### config.mk
export PLATFORM = sky130hd
export DESIGN_NAME = framing_inserter
export DESIGN_NICKNAME = d
export VERILOG_FILES = /design/src/rtl/tfi_pkg.sv /design/src/rtl/tfi_ctrl.sv /design/src/rtl/tfi_dpath.sv /design/src/rtl/framing_inserter.sv
export SDC_FILE = /design/constraint.sdc
export NUM_CORES = 1
export LEC_CHECK = 0
export BUFFER_PORTS_ARGS = -buffer_cell sky130_fd_sc_hd__buf_2
export CAP_MARGIN = 20
export CORE_MARGIN = 5
export CORE_UTILIZATION = 33
export DETAILED_ROUTE_END_ITERATION = 10
export PLACE_DENSITY = 0.49
export RECOVER_POWER = 50
export SYNTH_ARGS = -nofsm -noshare
export SYNTH_HDL_FRONTEND = slang
export SYNTH_SLANG_ARGS = --single-unit
### constraint.sdc
create_clock -name clk -period 2.7 [get_ports clk]
set_input_delay 0.405 -clock clk [delete_from_list [all_inputs] [get_ports clk]]
set_output_delay 0.405 -clock clk [all_outputs]
set_load 0.01 [all_outputs]
### src/rtl/tfi_pkg.sv
package tfi_pkg;

  typedef enum logic [2:0] {
    FMT_SF   = 3'd0,
    FMT_SLC  = 3'd1,
    FMT_T1DM = 3'd2,
    FMT_ESF  = 3'd3,
    FMT_E1   = 3'd4
  } fmtT;

  // Strobes from the counter/control side to the datapath: which overhead
  // slot the current bit occupies, and its index within the slot's pattern.
  typedef struct packed {
    logic       ftSlot;
    logic       fsSlot;
    logic       fpsSlot;
    logic       fasSlot;
    logic       nfasSlot;
    logic       mfasSlot;
    logic [2:0] idx;
  } slotT;

endpackage

### src/rtl/tfi_ctrl.sv
module tfi_ctrl
  import tfi_pkg::*;
#(
  parameter int T1_BITS = 193,
  parameter int E1_BITS = 256,
  parameter int SF_FRM  = 12,
  parameter int SLC_FRM = 72,
  parameter int DM_FRM  = 12,
  parameter int ESF_FRM = 24,
  parameter int E1_FRM  = 16
) (
  input  logic       clk,
  input  logic       rstN,
  input  logic       bitEn,
  input  logic       mfSync,
  input  logic [2:0] fmtSel,
  output slotT       slots
);

  localparam int MAX_BITS = (E1_BITS > T1_BITS) ? E1_BITS : T1_BITS;
  localparam int MAX_A    = (SLC_FRM > ESF_FRM) ? SLC_FRM : ESF_FRM;
  localparam int MAX_B    = (SF_FRM > E1_FRM) ? SF_FRM : E1_FRM;
  localparam int MAX_C    = (MAX_A > MAX_B) ? MAX_A : MAX_B;
  localparam int MAX_FRM  = (MAX_C > DM_FRM) ? MAX_C : DM_FRM;
  localparam int BIT_W    = $clog2(MAX_BITS);
  localparam int FRM_W    = $clog2(MAX_FRM);

  fmtT              fmt;
  logic [BIT_W-1:0] bitCnt, curBit, lastBit;
  logic [FRM_W-1:0] frmCnt, curFrm, lastFrm;

  assign fmt    = fmtT'(fmtSel);
  assign curBit = mfSync ? '0 : bitCnt;
  assign curFrm = mfSync ? '0 : frmCnt;

  always_comb begin
    lastBit = BIT_W'(T1_BITS - 1);
    lastFrm = FRM_W'(SF_FRM - 1);
    case (fmt)
      FMT_SLC:  lastFrm = FRM_W'(SLC_FRM - 1);
      FMT_T1DM: lastFrm = FRM_W'(DM_FRM - 1);
      FMT_ESF:  lastFrm = FRM_W'(ESF_FRM - 1);
      FMT_E1: begin
        lastBit = BIT_W'(E1_BITS - 1);
        lastFrm = FRM_W'(E1_FRM - 1);
      end
      default: ;
    endcase
  end

  always_ff @(posedge clk) begin
    if (!rstN) begin
      bitCnt <= '0;
      frmCnt <= '0;
    end else if (bitEn) begin
      if (curBit >= lastBit) begin
        bitCnt <= '0;
        frmCnt <= (curFrm >= lastFrm) ? '0 : curFrm + 1'b1;
      end else begin
        bitCnt <= curBit + 1'b1;
        frmCnt <= curFrm;
      end
    end
  end

  always_comb begin
    slots = '0;
    case (fmt)
      FMT_SF, FMT_SLC, FMT_T1DM: begin
        if (curBit == '0) begin
          slots.idx = 3'(curFrm >> 1);
          if (!curFrm[0])          slots.ftSlot = 1'b1;
          else if (fmt == FMT_SF)  slots.fsSlot = 1'b1;
        end
      end
      FMT_ESF: begin
        if (curBit == '0 && curFrm[1:0] == 2'b11) begin
          slots.fpsSlot = 1'b1;
          slots.idx     = 3'(curFrm >> 2);
        end
      end
      FMT_E1: begin
        if (!curFrm[0]) begin
          if (curBit >= BIT_W'(1) && curBit <= BIT_W'(7)) begin
            slots.fasSlot = 1'b1;
            slots.idx     = 3'(curBit - 1'b1);
          end
        end else if (curBit == BIT_W'(1)) begin
          slots.nfasSlot = 1'b1;
        end else if (curBit == '0 && curFrm <= FRM_W'(11)) begin
          slots.mfasSlot = 1'b1;
          slots.idx      = 3'(curFrm >> 1);
        end
      end
      default: ;
    endcase
  end

  // a sync-qualified bit is frame 0 bit 0, so the count resumes at bit 1
  p_sync_align_r3: assert property (@(posedge clk) disable iff (!rstN)
    (bitEn && mfSync) |=> (bitCnt == BIT_W'(1) && frmCnt == '0));

  // the last bit of a frame wraps the bit counter to 0
  p_frame_wrap_r12: assert property (@(posedge clk) disable iff (!rstN)
    (bitEn && !mfSync && bitCnt >= lastBit) |=> (bitCnt == '0));

  // counters hold when no bit is taken
  p_count_hold_r12: assert property (@(posedge clk) disable iff (!rstN)
    !bitEn |=> ($stable(bitCnt) && $stable(frmCnt)));

  // at most one overhead slot is flagged for any bit
  p_one_slot_r8: assert property (@(posedge clk) disable iff (!rstN)
    $onehot0({slots.ftSlot, slots.fsSlot, slots.fpsSlot,
              slots.fasSlot, slots.nfasSlot, slots.mfasSlot}));

endmodule

### src/rtl/tfi_dpath.sv
module tfi_dpath
  import tfi_pkg::*;
(
  input  logic clk,
  input  logic rstN,
  input  logic bitEn,
  input  logic dataIn,
  input  logic insFrm,
  input  logic insMf,
  input  slotT slots,
  output logic dataOut
);

  // Patterns stored with pattern element 0 in bit 0.
  localparam logic [5:0] FS_PAT   = 6'b011100;  // 0,0,1,1,1,0
  localparam logic [5:0] SEQ6_PAT = 6'b110100;  // 0,0,1,0,1,1
  localparam logic [6:0] FAS_PAT  = 7'b1101100; // 0,0,1,1,0,1,1

  logic nextBit;

  always_comb begin
    nextBit = dataIn;
    if (insFrm && slots.ftSlot)   nextBit = ~slots.idx[0];
    if (insMf  && slots.fsSlot)   nextBit = FS_PAT[slots.idx];
    if (insFrm && slots.fpsSlot)  nextBit = SEQ6_PAT[slots.idx];
    if (insFrm && slots.fasSlot)  nextBit = FAS_PAT[slots.idx];
    if (insFrm && slots.nfasSlot) nextBit = 1'b1;
    if (insMf  && slots.mfasSlot) nextBit = SEQ6_PAT[slots.idx];
  end

  always_ff @(posedge clk) begin
    if (!rstN)      dataOut <= 1'b0;
    else if (bitEn) dataOut <= nextBit;
  end

  // output moves only on an enabled bit
  p_hold_r2: assert property (@(posedge clk) disable iff (!rstN)
    !bitEn |=> $stable(dataOut));

  // with both enables clear every bit passes through
  p_pass_r11: assert property (@(posedge clk) disable iff (!rstN)
    (bitEn && !insFrm && !insMf) |=> (dataOut == $past(dataIn)));

  // the E1 odd-frame marker bit leaves as 1
  p_nfas_r9: assert property (@(posedge clk) disable iff (!rstN)
    (bitEn && insFrm && slots.nfasSlot) |=> dataOut);

endmodule

### src/rtl/framing_inserter.sv
module framing_inserter
  import tfi_pkg::*;
#(
  parameter int T1_BITS = 193,
  parameter int E1_BITS = 256,
  parameter int SF_FRM  = 12,
  parameter int SLC_FRM = 72,
  parameter int DM_FRM  = 12,
  parameter int ESF_FRM = 24,
  parameter int E1_FRM  = 16
) (
  input  logic       clk,
  input  logic       rstN,
  input  logic       bitEn,
  input  logic       mfSync,
  input  logic       dataIn,
  input  logic [2:0] fmtSel,
  input  logic       insFrm,
  input  logic       insMf,
  output logic       dataOut
);

  slotT slots;

  tfi_ctrl #(
    .T1_BITS(T1_BITS), .E1_BITS(E1_BITS), .SF_FRM(SF_FRM), .SLC_FRM(SLC_FRM),
    .DM_FRM(DM_FRM), .ESF_FRM(ESF_FRM), .E1_FRM(E1_FRM)
  ) uCtrl (
    .clk(clk), .rstN(rstN), .bitEn(bitEn), .mfSync(mfSync),
    .fmtSel(fmtSel), .slots(slots)
  );

  tfi_dpath uDpath (
    .clk(clk), .rstN(rstN), .bitEn(bitEn), .dataIn(dataIn),
    .insFrm(insFrm), .insMf(insMf), .slots(slots), .dataOut(dataOut)
  );

  // output is 0 in the cycle after a reset cycle
  p_reset_r1: assert property (@(posedge clk)
    !rstN |=> !dataOut);

endmodule

# After elaboration in Yosys (flattened, before gate mapping)

Memories as Yosys holds them, arrays and structs flattened.
Index checks and enable logic that the tools add are counted.

Order comparisons: 6
$add $sub $neg: 3
Bitwise operators: 1
Equal/unequal tests: 6
Reductions and logical operators: 12
Muxes and demuxes: 35

Operators with widths:

| kind                  | number |
|---|---|
| $mux W7               | 3 |
| $pmux W7 S3           | 1 |
| $mux W1               | 17 |
| $mux W8               | 2 |
| $mux W3               | 5 |
| $logic_and A1 B1 Y1   | 9 |
| $pmux W3 S3           | 1 |
| $add A8 B1 Y8 const B | 1 |
| $eq A8 B1 Y1 const B  | 1 |
| $ge A8 B1 Y1 const B  | 1 |
| $ge A8 B8 Y1          | 1 |
| $le A8 B3 Y1 const B  | 1 |
| $logic_not A8 Y1      | 1 |
| $mux W4               | 2 |
| $add A7 B1 Y7 const B | 1 |
| $ge A7 B7 Y1          | 1 |
| $le A7 B4 Y1 const B  | 1 |
| $eq A3 B2 Y1 const B  | 2 |
| $mux W2               | 3 |
| $mux W6               | 1 |
| $lt A3 B4 Y1 const B  | 1 |
| $eq A3 B1 Y1 const B  | 1 |
| $eq A3 B3 Y1 const B  | 1 |
| $logic_not A3 Y1      | 1 |
| 4 further kinds       | 4 |

Memories: 3
ROM bits: 24
Register bits: 16
Bits of input ports: 10
Output and inout port bits: 1

Memories:

| name            | words | width | rd ports | clocked after Yosys merged registers in | wr ports | RTL line        | text |
|---|---|---|---|---|---|---|---|
| (no name shown) | 8     | 1     | 1        | 0                                       | 0        | tfi_dpath.sv:25 | `if (insFrm && slots.fpsSlot) nextBit = SEQ6_PAT[slots.idx];` |
| (no name shown) | 8     | 1     | 1        | 0                                       | 0        | tfi_dpath.sv:24 | `if (insMf && slots.fsSlot) nextBit = FS_PAT[slots.idx];` |
| (no name shown) | 8     | 1     | 1        | 0                                       | 0        | tfi_dpath.sv:26 | `if (insFrm && slots.fasSlot) nextBit = FAS_PAT[slots.idx];` |

# Depth between registers and ports, before layout

Word-level depth: 14
Mapped depth: 13
Mapped depth without buffers: 10

# Modules after synthesis

Synthesis repeated with hierarchy kept, for this count alone.

Cells, all modules: 207
Area, all modules: 1566.5 um^2

Modules (own cells, without submodules):

| module    | cells each | sequential area each (um^2) | area each (um^2) | times used |
|---|---|---|---|---|
| tfi_ctrl  | 186        | 300.3                       | 1427.6           | 1 |
| tfi_dpath | 21         | 20.0                        | 138.9            | 1 |

# Least setup slack after synthesis

OpenSTA, ideal clock, no wires.

Path kind: input port to flip-flop
Start point: input mfSync
End point: register uDpath.dataOut
Buffers on the path: 4
Data arrival time: 2.770 ns
Library setup time: 0.086 ns
Stages on the path: 13
Path slack: -0.156 ns
Cell sequence: clkbuf_1 clkbuf_1 clkbuf_1 nor2_1 ha_1 clkbuf_1 and3b_1 mux2i_1 o22a_1 o32a_4 nor3b_1 o31ai_2 a211oi_1

Cells in the longest elaborated chain, start to end: 14
Elaborated cells on any way between the ends: 49
Those cells by class: 1 x add/sub; 3 x order compare; 2 x eq/ne; 29 x mux; 1 x bitwise; 10 x reduce/logical; 3 x memory

Ends and longest elaborated chain:

| what                                             | RTL line                                       | text |
|---|---|---|
| start: declaration                               | framing_inserter.sv:15                         | `input logic mfSync,` |
| $mux W7 or $mux W8 (tied branches)               | tfi_ctrl.sv:34, tfi_ctrl.sv:33                 |  |
| $le A7 B4 Y1 or $logic_not A8 Y1 (tied branches) | tfi_ctrl.sv:90, tfi_ctrl.sv:70, tfi_ctrl.sv:77 |  |
| $logic_and A1 B1 Y1                              | tfi_ctrl.sv:90                                 | `end else if (curBit == '0 && curFrm <= FRM_W'(11)) begin` |
| $mux W4                                          | tfi_ctrl.sv:90                                 |  |
| $mux W4                                          | tfi_ctrl.sv:88                                 | `end else if (curBit == BIT_W'(1)) begin` |
| $mux W3                                          | tfi_ctrl.sv:83                                 | `if (!curFrm[0]) begin` |
| $pmux W3 S3                                      | tfi_ctrl.sv:68                                 | `case (fmt)` |
| $mem_v2 Z8 W1 or $not A1 Y1 (tied branches)      | -                                              |  |
| $mux W1, on equally long branches                | tfi_dpath.sv:24, tfi_dpath.sv:23               |  |
| $mux W1                                          | tfi_dpath.sv:24                                |  |
| $mux W1                                          | tfi_dpath.sv:25                                |  |
| $mux W1                                          | tfi_dpath.sv:26                                |  |
| $mux W1                                          | tfi_dpath.sv:27                                | `if (insFrm && slots.nfasSlot) nextBit = 1'b1;` |
| $mux W1 (*)                                      | tfi_dpath.sv:28                                | `if (insMf && slots.mfasSlot) nextBit = SEQ6_PAT[slots.idx];` |
| end signal: assignment                           | tfi_dpath.sv:33                                | `else if (bitEn) dataOut <= nextBit;` |
| end: declaration                                 | tfi_dpath.sv:11                                | `output logic dataOut` |

Mark *: on every way between the ends. The rest lies on a longest branch, timed or not. The select of a mux whose other input is x is not followed.
A chain may end at the register's enable or synchronous reset.

# Worst setup path in the final report

Start point: register uCtrl.bitCnt[1]
End point: register uDpath.dataOut

Cells in the longest elaborated chain, start to end: 14
Elaborated cells on any way between the ends: 44
Those cells by class: 1 x add/sub; 2 x order compare; 1 x eq/ne; 26 x mux; 1 x bitwise; 10 x reduce/logical; 3 x memory

Ends and longest elaborated chain:

| what                                                  | RTL line        | text |
|---|---|---|
| start: declaration                                    | tfi_ctrl.sv:29  | `logic [BIT_W-1:0] bitCnt, curBit, lastBit;` |
| start signal: assignment                              | tfi_ctrl.sv:60  | `bitCnt <= curBit + 1'b1;` |
| $mux W8 (*)                                           | tfi_ctrl.sv:33  | `assign curBit = mfSync ? '0 : bitCnt;` |
| branches (longest 12 deep; another with $ge A8 B1 Y1) | -               |  |
| $mux W1 (*)                                           | tfi_dpath.sv:28 |  |

Every way passes the cells marked *. The select of a mux whose other input is x is not followed.

==> impl_summary.txt <==
----------------------------------------------------
[Run status]
  Run status ... completed

[Detailed routing]
  DR WL/cell ... 15.0 um
  Aggregate routed wire length ... just under 5 mm
  Number of antenna-violating nets in the routed design ... 0
  DR vias ... about 1800
  Routed via count divided by cell count ... 5.49
  Violation count after the first detailed-routing iteration ... 195
  DRC violations left ... 0
  Iteration count of the initial detailed-routing pass ... 4

[Place]
  Post-placement cell count ... 319
  Number of buffers inserted by port buffering ... 10
  Post-DP HPWL ... 3.72 mm
  Routability-driven placement congestion ratio ... 0.860

[Critical path]
  R2R depth ... 9
  Category of the worst setup path launch point ... flip-flop
  Arrival time at the worst endpoint ... 2560 ps
  Terminus of the critical flop-to-flop path ... uDpath.dataOut
  CP dominant cell by count ... sky130_fd_sc_hd__nand2_1
  Launch point of the worst reg-to-reg path ... uCtrl.bitCnt[1]
  Max Fanout on Critical Path ... 8
  Worst setup path class ... reg -> reg
  Series of cell instances along the critical path ... nand2_1 > ha_1 > a21bo_2 > a31oi_1 > nand2_1 > o32a_4 > nor3b_1 > o31ai_2 > a211oi_1
  Library cell contributing the largest single delay on the critical path ... sky130_fd_sc_hd__dfxtp_1
  Reg-to-reg slack, setup ... 280 ps
  Slowest Stage Delay on Critical Path ... 470 ps
  CP Data Required Time ... 2850 ps
  Worst setup EP type ... flip-flop

[Timing]
  Setup skew after layout ... about 5.9 ps
  Slew margin rel. ... 61.8%
  Slew at the pin with the worst max-slew slack ... between 500 and 600 ps
  RSZ-0062 raised after global routing ... no
  Peak Freq ... 0.414 GHz
  Final setup violation count ... 0
  Final hold vios ... 0
  Count of final max-slew check failures ... 0
  Min cycle time layout ... 2420 ps
  Fin crit share ... 89.5%
  Total negative slack for setup checks ... 0 ps

[Global routing]
  Number of antenna violations at the first check in global routing ... 0
  Maximum number of pins on one net before global-route repair ... 14
  Overflow left after global routing ... 0
  Overall fraction of global-route tracks in use ... 15.7%
  First-pass GRT wire length ... just over 8 mm
  Vias in the first global route ... 1621

[Clock network]
  H-tree depth reported by CTS ... 1
  Total setup buffers inserted after CTS ... 0
  Gates resized, CTS repair ... 0
  Library cell used as clock root buffer ... sky130_fd_sc_hd__clkbuf_8
  Number of hold-repair buffers added at the cts stage ... 0
  Maximum clock insertion buffer count ... 2
  Clock slew at reported path FFs ... 80 ps
  Clock buffers created by TritonCTS ... 3
  TritonCTS clock tree ... built
  Clock Latency Late Sink ... 250 ps
  Number of clock sinks ... 16

[Min path]
  Hold depth ... 2
  End point of the worst hold path ... uCtrl.frmCnt[6]
  Hold Startpoint ... uCtrl.frmCnt[6]
  Class of the worst hold path ... reg -> reg

[Synthesis]
  Area contributors post-synth ... sky130_fd_sc_hd__dfxtp_1, sky130_fd_sc_hd__ha_1, sky130_fd_sc_hd__nand2_1
  Part of the Yosys area used for sequential elements ... between 10% and 20%
  Netlist area before placement ... 1700 um^2
  Most instantiated cells after synthesis ... sky130_fd_sc_hd__nand2_1, sky130_fd_sc_hd__dfxtp_1, sky130_fd_sc_hd__o21ai_0, sky130_fd_sc_hd__clkbuf_1
  Synth cell types ... 60
  Cell with the most instances after synthesis ... sky130_fd_sc_hd__nand2_1
  Number of flops mapped to enable cells by yosys ... 0
  Synthesized netlist cell count ... between 200 and 250
  Synthesis Warnings ... 0
  Area share of the largest cell type after synthesis ... 18.9%
  Ys async rst share ... 0%
  Most used DFF post-synth ... sky130_fd_sc_hd__dfxtp_1
  Dominant cell type by area after synthesis ... sky130_fd_sc_hd__dfxtp_1
  Mean instance size in the synthesized netlist ... 7.26 um^2
  Synth Net Count ... 253
  Number of flip-flops and latches in the synthesized netlist ... 16

[Final layout]
  Antenna cells ... 0
  Layout cells sized above 1 ... approximately 16%
  Final cell count without fillers ... 323
  Layout Area Growth over Synthesis ... 15.9%
  Fin nets ... 273

[Die]
  Vertical die dimension ... between 80 and 90 um
  Boundary pin count ... 11
  Die Wd ... a little over 80 um
  Core box area ... 5040 um^2
  Initial core utilization ... 33.7%
  Die ar. ... between 6000 and 7000 um^2
  Number of placement rows ... 26

[Power and ir drop]
  Power density relative to cell area ... 295 nW/um^2
  Reported leakage power ... 0.730 nW
  VDD IR max ... 0.297 mV
  Design Power ... between 500 and 600 uW

[Run]
  Number of max-cap violations ... 0

----------------------------------------------------
cell families (layout without fill, tap and decap cells):
| group | count (synthesis) | count (layout) | synth area share [%] |
|---|---|---|---|
| adders and majority gates | 9 | 9 | 6.63 |
| AOI/OAI and AO/OA | 77 | 77 | 32.1 |
| buffers and inverters | 25 | 44 | 5.60 |
| muxes | 1 | 1 | 0.590 |
| DFF | 16 | 16 | 18.9 |
| and+or+nand+nor | 104 | 104 | 35.2 |
| xor gates and xnor gates | 2 | 2 | 1.03 |
metrics by stage:
step                      hold slack, ps  setup slack, ps  area, um^2  util [%]
after global placement               485              144        1920      38.2
after floorplan                      455             19.5        1700         -
final                                495              284        1970      39.0
after CTS                            500              286        1980      39.3
after detailed placement             492              112        1920      38.2
after global routing                 535             69.8        1970      39.0
layout make-up:
type	instances	area [um^2]
well taps	70	87.6
multi-input cells	193	1280
flip-flops and latches	16	320
repair buffers	29	186
fillers	536	3070
inverters	11	41.3
clock buffers	4	55.1
sequential cells by signal, summed over array words and instances, names as in the netlist:
register,cells
uDpath.dataOut,1
uCtrl.frmCnt,7
uCtrl.bitCnt,8
routing by layer:
metal / wire length [um] / vias to the layer above / global-route usage [%] / part of all wire, %
li1: - / 917 / - / -
met2: 2070 / 41 / 23.7 / 43
met1: 2560 / 814 / 24.1 / 53
met3: 199 / 2 / 2.19 / 4.1
met4: 13 / 0 / 1.99 / 0.27
met5: 0 / - / 0 / 0
report_power, final:
part / internal (mW) / switching, mW
combinational: 0.0462 / 0.0686
clock: 0.130 / 0.0953
sequential: 0.239 / 0.00215
layout by cell type, fill, tap and decap left out, types with 9 or more instances in the layout:
| cell | n |
|---|---|
| sky130_fd_sc_hd__buf_4 | 18 |
| sky130_fd_sc_hd__inv_1 | 9 |
| sky130_fd_sc_hd__nor2_1 | 10 |
| sky130_fd_sc_hd__nand3_1 | 11 |
| sky130_fd_sc_hd__dfxtp_1 | 16 |
| sky130_fd_sc_hd__nor2b_1 | 11 |
| sky130_fd_sc_hd__ha_1 | 9 |
| sky130_fd_sc_hd__o21ai_0 | 15 |
| sky130_fd_sc_hd__nand2_1 | 27 |
| sky130_fd_sc_hd__a21oi_1 | 10 |
worst max-delay path, delay by kind of cell (launching register included):
| kind | cells | cell delay, ps |
|---|---|---|
| compound gates | 5 | 1230 |
| flops | 1 | 470 |
| simple gates | 3 | 380 |
| fa+ha+maj | 1 | 230 |
how the worst max path moves through the flow:
stage               depth (start not counted)  slack [ps]            start               to
detailed placement                         11         110           mfSync   uDpath.dataOut
finish                                      9         280  uCtrl.bitCnt[1]   uDpath.dataOut
floorplan                                  13          20           mfSync   uDpath.dataOut
global route                               10          70        fmtSel[0]  uCtrl.frmCnt[5]
global placement                           11         140           mfSync   uDpath.dataOut
CTS                                         9         290  uCtrl.bitCnt[1]   uDpath.dataOut
No activity file was read; power rests on OpenSTA's default activity.
